==> src/rtl/flash_seq_pkg.sv <==
package flash_seq_pkg;

    typedef enum logic [3:0] {
        S_IDLE, S_CMD, S_GAP, S_POLL_A, S_POLL_B, S_EVAL,
        S_RST_WR, S_RST_GAP, S_VERIFY, S_FIN
    } seq_state_e;

    localparam logic [7:0] RD_MODE_CODE = 8'hF0;
    localparam logic [7:0] BLANK_BYTE   = 8'hFF;

    // Offset of a command write within the erase or program preamble.
    function automatic logic [11:0] step_off(input logic prog, input logic [2:0] step);
        logic [11:0] off;
        case (step)
            3'd0:    off = 12'h555;
            3'd1:    off = 12'h2AA;
            3'd2:    off = 12'h555;
            3'd3:    off = prog ? 12'h000 : 12'h555;
            3'd4:    off = 12'h2AA;
            default: off = 12'h000;
        endcase
        return off;
    endfunction

    // Data byte of a command write.
    function automatic logic [7:0] step_byte(input logic prog, input logic [2:0] step,
                                             input logic [7:0] src);
        logic [7:0] b;
        case (step)
            3'd0:    b = 8'hAA;
            3'd1:    b = 8'h55;
            3'd2:    b = prog ? 8'hA0 : 8'h80;
            3'd3:    b = prog ? src : 8'hAA;
            3'd4:    b = 8'h55;
            default: b = 8'h30;
        endcase
        return b;
    endfunction

endpackage

==> src/rtl/flash_gap_timer.sv <==
module flash_gap_timer #(
    parameter int GAP_CYCLES = 50,
    localparam int GW = $clog2(GAP_CYCLES + 1)
) (
    input  logic clk,
    input  logic rst_n,
    input  logic run_i,
    output logic expired_o
);
    logic [GW-1:0] cnt_q;

    always_ff @(posedge clk or negedge rst_n) begin
        if (!rst_n)      cnt_q <= '0;
        else if (!run_i) cnt_q <= '0;
        else             cnt_q <= cnt_q + 1'b1;
    end

    assign expired_o = run_i && (cnt_q == GW'(GAP_CYCLES - 1));
endmodule

==> src/rtl/flash_toggle_cmp.sv <==
module flash_toggle_cmp (
    input  logic       clk,
    input  logic       rst_n,
    input  logic       cap_a_i,
    input  logic       cap_b_i,
    input  logic [7:0] rdata_i,
    output logic       toggling_o
);
    logic [7:0] first_q;

    always_ff @(posedge clk or negedge rst_n) begin
        if (!rst_n) begin
            first_q    <= '0;
            toggling_o <= 1'b0;
        end else begin
            if (cap_a_i) first_q <= rdata_i;
            if (cap_b_i) toggling_o <= |(first_q ^ rdata_i);
        end
    end
endmodule

==> src/rtl/flash_seq_ctrl.sv <==
module flash_seq_ctrl
    import flash_seq_pkg::*;
#(
    parameter int AW         = 16,
    parameter int BANK_BYTES = 8192,
    parameter int GAP_CYCLES = 50,
    parameter int POLL_LIMIT = 1000000,
    localparam int IDXW = $clog2(BANK_BYTES),
    localparam int PCW  = $clog2(POLL_LIMIT + 1)
) (
    input  logic            clk,
    input  logic            rst_n,
    input  logic            start_i,
    input  logic            op_i,
    input  logic [AW-1:0]   base_i,
    output logic [IDXW-1:0] src_idx_o,
    input  logic [7:0]      src_data_i,
    output logic [AW-1:0]   fl_addr_o,
    output logic [7:0]      fl_wdata_o,
    output logic            fl_we_o,
    output logic            fl_re_o,
    input  logic [7:0]      fl_rdata_i,
    output logic            busy_o,
    output logic            done_o,
    output logic            err_o
);
    seq_state_e      state_q, state_d;
    logic [2:0]      step_q;
    logic [IDXW-1:0] idx_q;
    logic [PCW-1:0]  pcnt_q;
    logic [AW-1:0]   base_q;
    logic            op_q;
    logic            err_q;
    logic            gap_exp;
    logic            toggling;

    wire [2:0] last_step = op_q ? 3'd3 : 3'd5;
    wire       last_idx  = (idx_q == IDXW'(BANK_BYTES - 1));
    wire       poll_end  = (pcnt_q == PCW'(POLL_LIMIT - 1));
    wire [7:0] expect_b  = op_q ? src_data_i : BLANK_BYTE;
    wire       miscmp    = (fl_rdata_i != expect_b);

    flash_gap_timer #(.GAP_CYCLES(GAP_CYCLES)) u_gap (
        .clk(clk), .rst_n(rst_n),
        .run_i(state_q == S_GAP || state_q == S_RST_GAP),
        .expired_o(gap_exp)
    );

    flash_toggle_cmp u_tog (
        .clk(clk), .rst_n(rst_n),
        .cap_a_i(state_q == S_POLL_A), .cap_b_i(state_q == S_POLL_B),
        .rdata_i(fl_rdata_i), .toggling_o(toggling)
    );

    // State register
    always_ff @(posedge clk or negedge rst_n) begin
        if (!rst_n) state_q <= S_IDLE;
        else        state_q <= state_d;
    end

    // Next-state logic
    always_comb begin
        state_d = state_q;
        unique case (state_q)
            S_IDLE:    if (start_i) state_d = S_CMD;
            S_CMD:     state_d = (step_q == last_step) ? S_POLL_A : S_GAP;
            S_GAP:     if (gap_exp) state_d = S_CMD;
            S_POLL_A:  state_d = S_POLL_B;
            S_POLL_B:  state_d = S_EVAL;
            S_EVAL: begin
                if (toggling)            state_d = poll_end ? S_RST_WR : S_POLL_A;
                else if (op_q && !last_idx) state_d = S_CMD;
                else                     state_d = S_RST_WR;
            end
            S_RST_WR:  state_d = S_RST_GAP;
            S_RST_GAP: if (gap_exp) state_d = S_VERIFY;
            S_VERIFY:  if (miscmp || last_idx) state_d = S_FIN;
            S_FIN:     state_d = S_IDLE;
            default:   state_d = S_IDLE;
        endcase
    end

    // Datapath registers
    always_ff @(posedge clk or negedge rst_n) begin
        if (!rst_n) begin
            step_q <= '0; idx_q <= '0; pcnt_q <= '0;
            base_q <= '0; op_q <= 1'b0; err_q <= 1'b0;
        end else begin
            unique case (state_q)
                S_IDLE: if (start_i) begin
                    base_q <= base_i; op_q <= op_i; err_q <= 1'b0;
                    step_q <= '0; idx_q <= '0; pcnt_q <= '0;
                end
                S_CMD: begin
                    if (step_q == last_step) begin
                        step_q <= '0;
                        pcnt_q <= '0;
                    end else begin
                        step_q <= step_q + 1'b1;
                    end
                end
                S_EVAL: begin
                    if (toggling) begin
                        pcnt_q <= pcnt_q + 1'b1;
                        if (poll_end) err_q <= 1'b1;
                    end else if (op_q && !last_idx) begin
                        idx_q <= idx_q + 1'b1;
                    end
                end
                S_RST_WR: idx_q <= '0;
                S_VERIFY: begin
                    if (miscmp) err_q <= 1'b1;
                    if (!last_idx) idx_q <= idx_q + 1'b1;
                end
                default: ;
            endcase
        end
    end

    // Outputs
    always_comb begin
        fl_addr_o  = base_q;
        fl_wdata_o = '0;
        fl_we_o    = 1'b0;
        fl_re_o    = 1'b0;
        unique case (state_q)
            S_CMD: begin
                fl_we_o    = 1'b1;
                fl_wdata_o = step_byte(op_q, step_q, src_data_i);
                fl_addr_o  = (op_q && step_q == 3'd3) ? base_q + AW'(idx_q)
                                                      : base_q + AW'(step_off(op_q, step_q));
            end
            S_POLL_A, S_POLL_B: fl_re_o = 1'b1;
            S_RST_WR: begin
                fl_we_o    = 1'b1;
                fl_wdata_o = RD_MODE_CODE;
            end
            S_VERIFY: begin
                fl_re_o   = 1'b1;
                fl_addr_o = base_q + AW'(idx_q);
            end
            default: ;
        endcase
    end

    assign src_idx_o = idx_q;
    assign busy_o    = (state_q != S_IDLE);
    assign done_o    = (state_q == S_FIN);
    assign err_o     = err_q;
endmodule

==> config.mk <==
export PLATFORM = sky130hd
export DESIGN_NAME = flash_seq_ctrl
export DESIGN_NICKNAME = d
export VERILOG_FILES = /design/src/rtl/flash_seq_pkg.sv /design/src/rtl/flash_gap_timer.sv /design/src/rtl/flash_toggle_cmp.sv /design/src/rtl/flash_seq_ctrl.sv
export SDC_FILE = /design/constraint.sdc
export NUM_CORES = 1
export LEC_CHECK = 0
export BUFFER_PORTS_ARGS = -buffer_cell sky130_fd_sc_hd__buf_2
export CORE_AREA = 2 2 127 104
export DETAILED_ROUTE_END_ITERATION = 8
export DIE_AREA = 0 0 129 106
export PLACE_DENSITY = 0.76
export SETUP_SLACK_MARGIN = 0.05
export SLEW_MARGIN = 5
export SYNTH_ARGS = -nofsm -noshare
export SYNTH_HDL_FRONTEND = slang
export SYNTH_SLANG_ARGS = --single-unit
==> constraint.sdc <==
create_clock -name clk -period 5.3 [get_ports clk]
set_input_delay 0.53 -clock clk [delete_from_list [all_inputs] [get_ports clk]]
set_output_delay 0.53 -clock clk [all_outputs]
set_load 0.01 [all_outputs]
## Word level (Yosys, flattened, before mapping)

Index checks and enable logic that the tools add are counted.

| storage, ports and cells | value |
|---|---|
| register bits | 73 |
| input bits | 36 |
| output and inout bits | 42 |
| logic and storage cells | 110 |

| operators by class | value |
|---|---|
| $add $sub $neg | 6 |
| eq/ne operators | 29 |
| multiplexer cells | 40 |
| bitwise gates (word level) | 1 |
| reduce and logical (&&, ||, !) cells | 24 |

Operators by type and width:

| cell | number |
|---|---|
| 20-bit 2-to-1 mux | 3 |
| 20-bit case mux with 3 select lines | 1 |
| 13-bit 2-to-1 mux | 4 |
| 13-bit case mux with 4 select lines | 1 |
| 4-bit case mux with 9 select lines | 1 |
| 11-bit case mux with 3 select lines | 1 |
| 16-bit case mux with 2 select lines | 1 |
| 8-bit case mux with 4 select lines | 1 |
| 20-bit by 1-bit adder with 20-bit output, second input constant | 1 |
| 20-bit == test, second input constant | 1 |
| 2-bit inequality test, second input constant | 10 |
| 3-bit 2-to-1 mux | 6 |
| 16-bit by 12-bit adder with 16-bit output | 1 |
| 16-bit by 13-bit adder with 16-bit output | 1 |
| 4-bit by 3-bit == test with 1-bit output, second input constant | 4 |
| 16-bit 2-to-1 mux | 1 |
| 4-bit 2-to-1 mux | 4 |
| 8-bit 2-to-1 mux | 2 |
| 8-bit case mux with 2 select lines | 1 |
| 13-bit by 1-bit adder with 13-bit output, second input constant | 1 |
| 13-bit == test, second input constant | 1 |
| 12-bit 2-to-1 mux | 1 |
| 6-bit 2-to-1 mux | 2 |
| 11-bit 2-to-1 mux | 1 |
| other kinds (30) | 49 |

## Logic depth before layout (Yosys ltp)

Gate-level depths: netlist of the first run.

| depth | value |
|---|---|
| word-level depth | 7 |
| mapped depth | 14 |
| mapped depth without buffers | 14 |

## Hierarchy

From an unflattened synthesis of the first run, not the netlist that was laid out.

| second synthesis, totals | value |
|---|---|
| cell total of the unflattened synthesis | 703 |
| area total of the unflattened synthesis | 5954.5 µm² |

By module, submodules not included:

| module | instances | cells each | area an instance (µm²) | seq. area each (µm²) |
|---|---|---|---|---|
| flash_seq_ctrl | 1 | 647 | 5252.5 | 1451.4 |
| flash_toggle_cmp | 1 | 30 | 412.9 | 225.2 |
| flash_gap_timer | 1 | 26 | 289.0 | 150.1 |

## Worst setup path before layout of the first run

Ideal clock, no wire load.

| path | value |
|---|---|
| path type | register to output |
| from | register step_q[0] |
| to | output fl_addr_o[14] |
| arrival | 3.607 ns |
| required time | 4.770 ns |
| slack | 1.163 ns |
| stages on the path, launching flop included | 15 |
| path buffers | 0 |
| cells stage by stage | dfrtp_1 inv_1 ha_1 mux2_2 o211ai_1 o21ai_0 ha_1 fa_1 a21o_1 a221oi_1 o21ai_0 nor2b_1 o211ai_1 mux2i_1 o21ai_1 |

| between the ends | value |
|---|---|
| longest elaborated chain between the ends | 7 |

Ends and longest elaborated chain:

| what | line | text |
|---|---|---|
| from (decl) | flash_seq_ctrl.sv:28 | `logic [2:0] step_q;` |
| from (signal assigned) | flash_seq_ctrl.sv:99 | `step_q <= step_q + 1'b1;` |
| 3-bit == test, or another cell as far along | flash_seq_pkg.sv:14 | `case (step)` |
| 2-bit OR reduction (no line) | n/a |  |
| 11-bit case mux with 3 select lines | flash_seq_pkg.sv:14 |  |
| 12-bit 2-to-1 mux | flash_seq_ctrl.sv:126 | `unique case (state_q)` |
| 16-bit by 12-bit adder with 16-bit output | flash_seq_ctrl.sv:131 | `: base_q + AW'(step_off(op_q, step_q));` |
| 16-bit 2-to-1 mux (*) | flash_seq_ctrl.sv:130 | `fl_addr_o = (op_q && step_q == 3'd3) ? base_q + AW'(idx_q)` |
| 16-bit case mux with 2 select lines (*) | flash_seq_ctrl.sv:126 |  |
| to (decl) | flash_seq_ctrl.sv:18 | `output logic [AW-1:0] fl_addr_o,` |

Mark *: on every way between the ends. The rest lies on a longest branch, timed or not. The select of a mux whose other input is x is not followed.

## Worst setup path after layout of the first run

Ends and elaborated chain as after synthesis.

==> results of run 1 <==
## stage by stage
| step | cell area (um2) | power (uW) |
|---|---|---|
| finish | 6389 | 3782 |
| detailed placement | 6045 | 3041 |
| floorplan | 5504 | 2452 |
| global placement | 6045 | 3012 |
| global route | 6389 | 4065 |
| CTS | 6389 | 3776 |
## layout by cell type (no fill, tap or decap), types with 8 or more instances in the layout
cell / count
ha_1: 34
inv_1: 19
o21ai_0: 58
xor2_1: 23
o31ai_1: 8
xnor2_1: 23
nand4_1: 12
nand2_1: 57
nand3_1: 29
clkbuf_16: 9
nor2b_1: 10
and3_1: 15
nor2_1: 59
dfrtp_1: 73
buf_2: 76
a31oi_1: 10
a21oi_1: 34
a21o_1: 13
mux2_2: 27
## layout make-up
type                    count  area [um2]  share of cell area [%]
well taps                 175       219.0                   3.427
repair buffers             80       410.4                   6.424
inverters                  19       71.32                   1.116
multi-input cells         522        3517                   55.05
clock inverters             6       115.1                   1.802
flip-flops and latches     73        1827                   28.59
clock buffers              10       229.0                   3.584
## path summary, 6_finish.rpt
kind	from	to
max	step_q[0]	fl_addr_o[14]
min	rst_n	u_gap.cnt_q[3]
max reg2reg	op_q	pcnt_q[15]
min reg2reg	u_gap.cnt_q[0]	u_gap.cnt_q[0]
max in group asynchronous	rst_n	src_idx_o[10]
min in group clk	base_i[7]	base_q[7]
## power groups by stage
stage               clock network, uW  registers [uW]  logic, uW
finish                            714             944       2120
global route                      745             969       2350
CTS                               727             938       2110
detailed placement                  0             947       2090
global placement                    0             941       2070
floorplan                           0             816       1640
## registers in the layout, summed over array words and instances, names as in the netlist
register          cells
u_tog.toggling_o      1
base_q               16
step_q                3
err_o                 1
pcnt_q               20
src_idx_o            13
u_gap.cnt_q           6
op_q                  1
state_q               4
u_tog.first_q         8
## layer usage
| metal | global-route usage (%) | share of wire (%) |
|---|---|---|
| met3 | 4.278 | 6.7 |
| met2 | 32.20 | 45 |
| met1 | 30.70 | 48 |
| met4 | 5.901 | 0.97 |
| met5 | 0 | 0 |
## cells by family (layout without fill, tap and decap cells)
kind of cell | count (synthesis) | count (layout)
xor+xnor | 46 | 46
simple gates | 220 | 220
fa+ha+maj | 36 | 36
buf+inv | 41 | 115
compound gates | 191 | 191
flops | 73 | 73
mux | 29 | 29
## critical path: stages (launching register included)
cell	delay, ps
dfrtp_1	480
inv_1	120
ha_1	240
mux2_2	390
o211ai_1	190
o21ai_0	100
buf_4	170
ha_1	200
fa_1	400
a21o_1	190
a221oi_1	270
buf_4	190
o21ai_0	180
nor2b_1	190
o211ai_1	200
mux2i_1	100
o21ai_1	180
buf_2	170
==> metrics.md, run 1 <==
| Metric | Value |
|---|---|
| Share of cells above drive strength 1 | 18.45% |
| Final setup violation count | 0 |
| Hold_ws | 326.3 ps |
| RSZ-0062 raised after global routing | no |
| Postcts setup bufs | 0 |
| Maximum VDD drop | 0.0003430 V |
| Synth Area in XOR/XNOR | 7.320% |
| H-tree Lvls | 3 |
| DP Cell Count | 869 |
| Routed via count | 5,152 |
| Fin cells | 885 |
| Arrival time at the worst endpoint | 4320 ps |
| Clock transition at path regs | 60 ps |
| Final wirelength | 14,270 um |
| FF-to-FF path depth | 6 |
| CTS Hold Bufs | 0 |
| Count leader, synth | dfrtp_1 |
| Post-synth top area cell | dfrtp_1 |
| Netlist cell types | 67 |
| Initial Util | 43.87% |
| Synth top area share | 33.19% |
| CTS Sinks | 73 |
| Total GRT Usage | 21.20% |
| Worst Slack Setup Final | 448.8 ps |
| Dpl hpwl | 10,510 um |
| Largest net degree at the start of global routing | 74 |
| Site row count | 37 |
| Post_cts resized | 0 |
| DRC viols | 0 |
| Final core occ | 50.92% |
| Setup WS pre-CTS | 875.7 ps |
| Hold crit path type | primary input to asynchronous set/reset pin |
| Setup Skew | 8.919 ps |
| First-pass GRT wire length | 23,530 um |
| Clock share of power | 18.9% |
| Most frequent cells after synthesis | dfrtp_1 (73), nor2_1 (59), o21ai_0 (58) |
| ANT cells | 0 |
| Max Transition Viols Final | 0 |
| Max FO, Critical Path | 12 |
| Setup crit start kind | register |
| Clk Latency, worst-skew pair | 340 ps |
| CP required | 4770 ps |
| Max transition margin | 28.46% |
| Synth Area in Simple Gates | 19.75% |
| Tcrit/Tclk final | 91.53% |
| Drt via density | 5.821 |
| Vias in the first global route | 4,703 |
| Maximum clock frequency | 206.1 MHz |
| CTS tree | done |
| GPL Wtd Cong | 0.9170 |
| Die Height | 106 um |
| Largest family of logic cells by synthesized area | compound AO/OA/AOI/OAI gates |
| Outcome | finished clean |
| Synth Flop Type | dfrtp_1 |
| Switch share | 45.08% |
| MaxCap Viol Count | 0 |
| Full die area | 13,670 um2 |
| Core area | 12,550 um2 |
| Grt ovf | 0 |
| Reg-to-reg slack, setup | 2400 ps |
| Comb power frac | 56.1% |
| Clock buffer depth | 2 |
| Worst Tran Pin Value | 1073 ps |
| Compound-cell area share of the yosys netlist | 22.48% |
| I/O pins | 78 |
| Netlist Area Pre-Place | 5504 um2 |
| Sw Pwr | 1705 uW |
| Post-synthesis sequential area ratio | 33.19% |
| Die X | 129 um |
| Pint | 2077 uW |
| Post-route ant nets | 0 |
| Net count after synthesis | 708 |
| Nets | 777 |
| Final setup TNS | 0 ps |
| Fill count | 1,200 |
| First-pass detailed-route iteration total | 5 |
| Avg Synthesized Cell Area | 8.654 um2 |
| Mux share of post-synthesis cell area | 5.888% |
| Crit Path Class | register to output pin |
| P&R area growth vs syn | 16.07% |
| CTS buffer count | 9 |
| DR iter-0 viols | 459 |
| Routed len/inst | 16.13 um |
| Final min period | 4851 ps |
| Leak | 0.002941 uW |
| Post-synthesis adder-cell area fraction | 8.456% |
| Yosys warns | 0 |
| Final hold violation count | 0 |
| Cell Pwr Density | 591.9 nW/um2 |
| Sequential power share | 25.0% |
| Post-synth EDFFs | 0 |
| Post-synthesis cell count | 636 |
| Initial antenna violation count | 0 |
| CP Capture Type | output pin |
| Async SR Flop Fraction | 100.0% |
| Port Buffers | 77 |
| Post-synthesis register bit count | 73 |
| Root Driver | clkbuf_16 |
| Ranking of synthesized cells by area | dfrtp_1 (33%), ha_1 (7.7%), mux2_2 (5.5%) |
Note: power is estimated with default switching activity, not from simulation.
==> run 2, diff against run 1 <==
Settings changed: PLACE_DENSITY 0.76 to 0.75.
==> run 2 against run 1 <==
Sequential cell count stayed put. Count of clock-buffer cells in the layout stayed put. Combinational power about the same. Sequential power hardly changed. Global-route usage rose by 1.5 points. Sequential share of layout area is essentially flat. Critical endpoint unchanged.
==> metrics.md, run 2 (same netlist as run 1, synthesis figures left out) <==
| Metric | Value |
|---|---|
| Outcome | finished clean |
| Maximum clock frequency | 209.5 MHz (+1.6%) |
| Setup WS pre-CTS | 942.5 ps (+66.75 ps) |
| Site row count | 37 (unchanged) |
| Worst Tran Pin Value | 1180 ps (+106.5 ps) |
| Tcrit/Tclk final | 90.08% (-1.5 points) |
| Grt ovf | 0 (unchanged) |
| CP Capture Type | output pin |
| Routed via count | 5,239 (+1.7%) |
| Full die area | 13,670 um2 (unchanged) |
| Final wirelength | 15,080 um (+5.6%) |
| ANT cells | 0 (unchanged) |
| Fin cells | 885 (unchanged) |
| Final setup violation count | 0 (unchanged) |
| CTS Sinks | 73 (unchanged) |
| Total GRT Usage | 22.68% (+1.5 points) |
| Dpl hpwl | 11,070 um (+5.3%) |
| RSZ-0062 raised after global routing | no |
| Clk Latency, worst-skew pair | 340 ps (about the same) |
| Leak | 0.002943 uW (about the same) |
| DRC viols | 0 (unchanged) |
| Initial Util | 43.87% (unchanged) |
| P&R area growth vs syn | 16.05% (about the same) |
| Crit path from | step_q[0] |
| Clock transition at path regs | 60 ps (about the same) |
| Worst reg2reg path startpoint | op_q |
| Final setup TNS | 0 ps (unchanged) |
| Port Buffers | 77 (unchanged) |
| First-pass GRT wire length | 24,940 um (+6.0%) |
| Root Driver | clkbuf_16 |
| Arrival time at the worst endpoint | 4240 ps (-80 ps) |
| Die X | 129 um (unchanged) |
| Most frequent cells in the layout | buf_2 (77), dfrtp_1 (73), nor2_1 (59) |
| Initial antenna violation count | 0 (unchanged) |
| Drt via density | 5.920 (+1.7%) |
| Worst Slack Setup Final | 525.7 ps (+76.89 ps) |
| Post-route ant nets | 0 (unchanged) |
| Max Transition Viols Final | 0 (unchanged) |
| DP Cell Count | 869 (unchanged) |
| Nets | 777 (unchanged) |
| Largest net degree at the start of global routing | 47 (-36%) |
| Max FO, Critical Path | 12 (unchanged) |
| Crit Path Class | register to output pin |
| Max FFs per register | 20 (unchanged) |
| H-tree Lvls | 3 (unchanged) |
| CTS buffer count | 9 (unchanged) |
| Cell Pwr Density | 595.6 nW/um2 (+0.62%) |
| Share of cells above drive strength 1 | 18.45% (unchanged) |
| Final hold violation count | 0 (unchanged) |
| Routed len/inst | 17.04 um (+5.6%) |
| Max transition margin | 21.14% (-7.3 points) |
| Maximum VDD drop | 0.0003181 V (-7.3%) |
| Final min period | 4774 ps (-76.89 ps) |
| Hold crit path type | primary input to asynchronous set/reset pin |
| Clock buffer depth | 2 (unchanged) |
| I/O pins | 78 (unchanged) |
| Hold_ws | 409.0 ps (+82.74 ps) |
| Setup Skew | 10.32 ps (+1.400 ps) |
| Postcts setup bufs | 0 (unchanged) |
| MaxCap Viol Count | 0 (unchanged) |
| Setup crit start kind | register |
| CP required | 4770 ps (about the same) |
| GPL Wtd Cong | 0.9202 (+0.35%) |
| CTS Hold Bufs | 0 (unchanged) |
| Post_cts resized | 0 (unchanged) |
| DR iter-0 viols | 510 (+11%) |
| Most common cell after layout, fill and taps aside | buf_2 |
| Core area | 12,550 um2 (unchanged) |
| Top reg by flops | pcnt_q |
| Die Height | 106 um (unchanged) |
| First-pass detailed-route iteration total | 5 (unchanged) |
| Vias in the first global route | 5,023 (+6.8%) |
| CTS tree | done |
| Fill count | 1,179 (-1.8%) |
## run 2: cell count changes in the layout (fill, tap and decap cells not counted)
cell,previous run,this run
buf_4,4,3
clkinv_4,1,3
buf_2,76,77
clkinvlp_4,1,0
inv_6,1,0
## run 2: where the power goes
part	leakage [uW]	internal, uW	switching (uW)
clock	0.000167	463	248
sequential	0.000949	694	247
combinational	0.00183	925	1230
## run 2: critical path: stages (launching register included)
cell and delay (ps):
dfrtp_1 470, inv_1 120, ha_1 240, mux2_2 410, o211ai_1 190, o21ai_0 110
buf_4 180, ha_1 210, fa_1 400, a21o_1 190, a221oi_1 240, buf_4 180
o21ai_0 180, nor2b_1 200, o211ai_1 200, mux2i_1 100, o21ai_1 120, buf_2 150
## run 2: layout make-up
type                            instances  area [um2]  share of cell area, %
Multi-Input combinational cell        522        3517                  55.06
Sequential cell                        73        1827                  28.60
Timing Repair Buffer                   80       407.9                  6.386
Clock buffer                           10       229.0                  3.585
Tap cell                              175       219.0                  3.428
Clock inverter                          6       116.4                  1.822
Inverter                               19       71.32                  1.117
## run 2: through the flow
step	utilization [%]	total power, uW	instance area [um2]
4_1_cts	50.91	3795	6387
5_1_grt	50.91	4099	6387
3_3_place_gp	48.16	2992	6042
3_5_place_dp	48.16	3059	6042
6_report	50.91	3804	6387
2_1_floorplan	-	2452	5504
## run 2: worst paths after layout
check | endpoint | slack [ps] | depth (start not counted)
max | fl_addr_o[14] | 530 | 17
max reg2reg | pcnt_q[15] | 2430 | 6
min in group clk | base_q[7] | 420 | 2
min reg2reg | u_gap.cnt_q[0] | 500 | 1
max in group asynchronous | pcnt_q[14] | 3920 | 2
min | u_gap.cnt_q[5] | 410 | 1
## run 2: routing by layer
layer  global-route usage (%)  wire [um]  up-vias
met5                        0          0        -
met4                    8.075        284        0
met3                    4.127        904       31
met2                    34.92       6903      211
met1                    32.01       6986     2514
li1                         -          -     2483
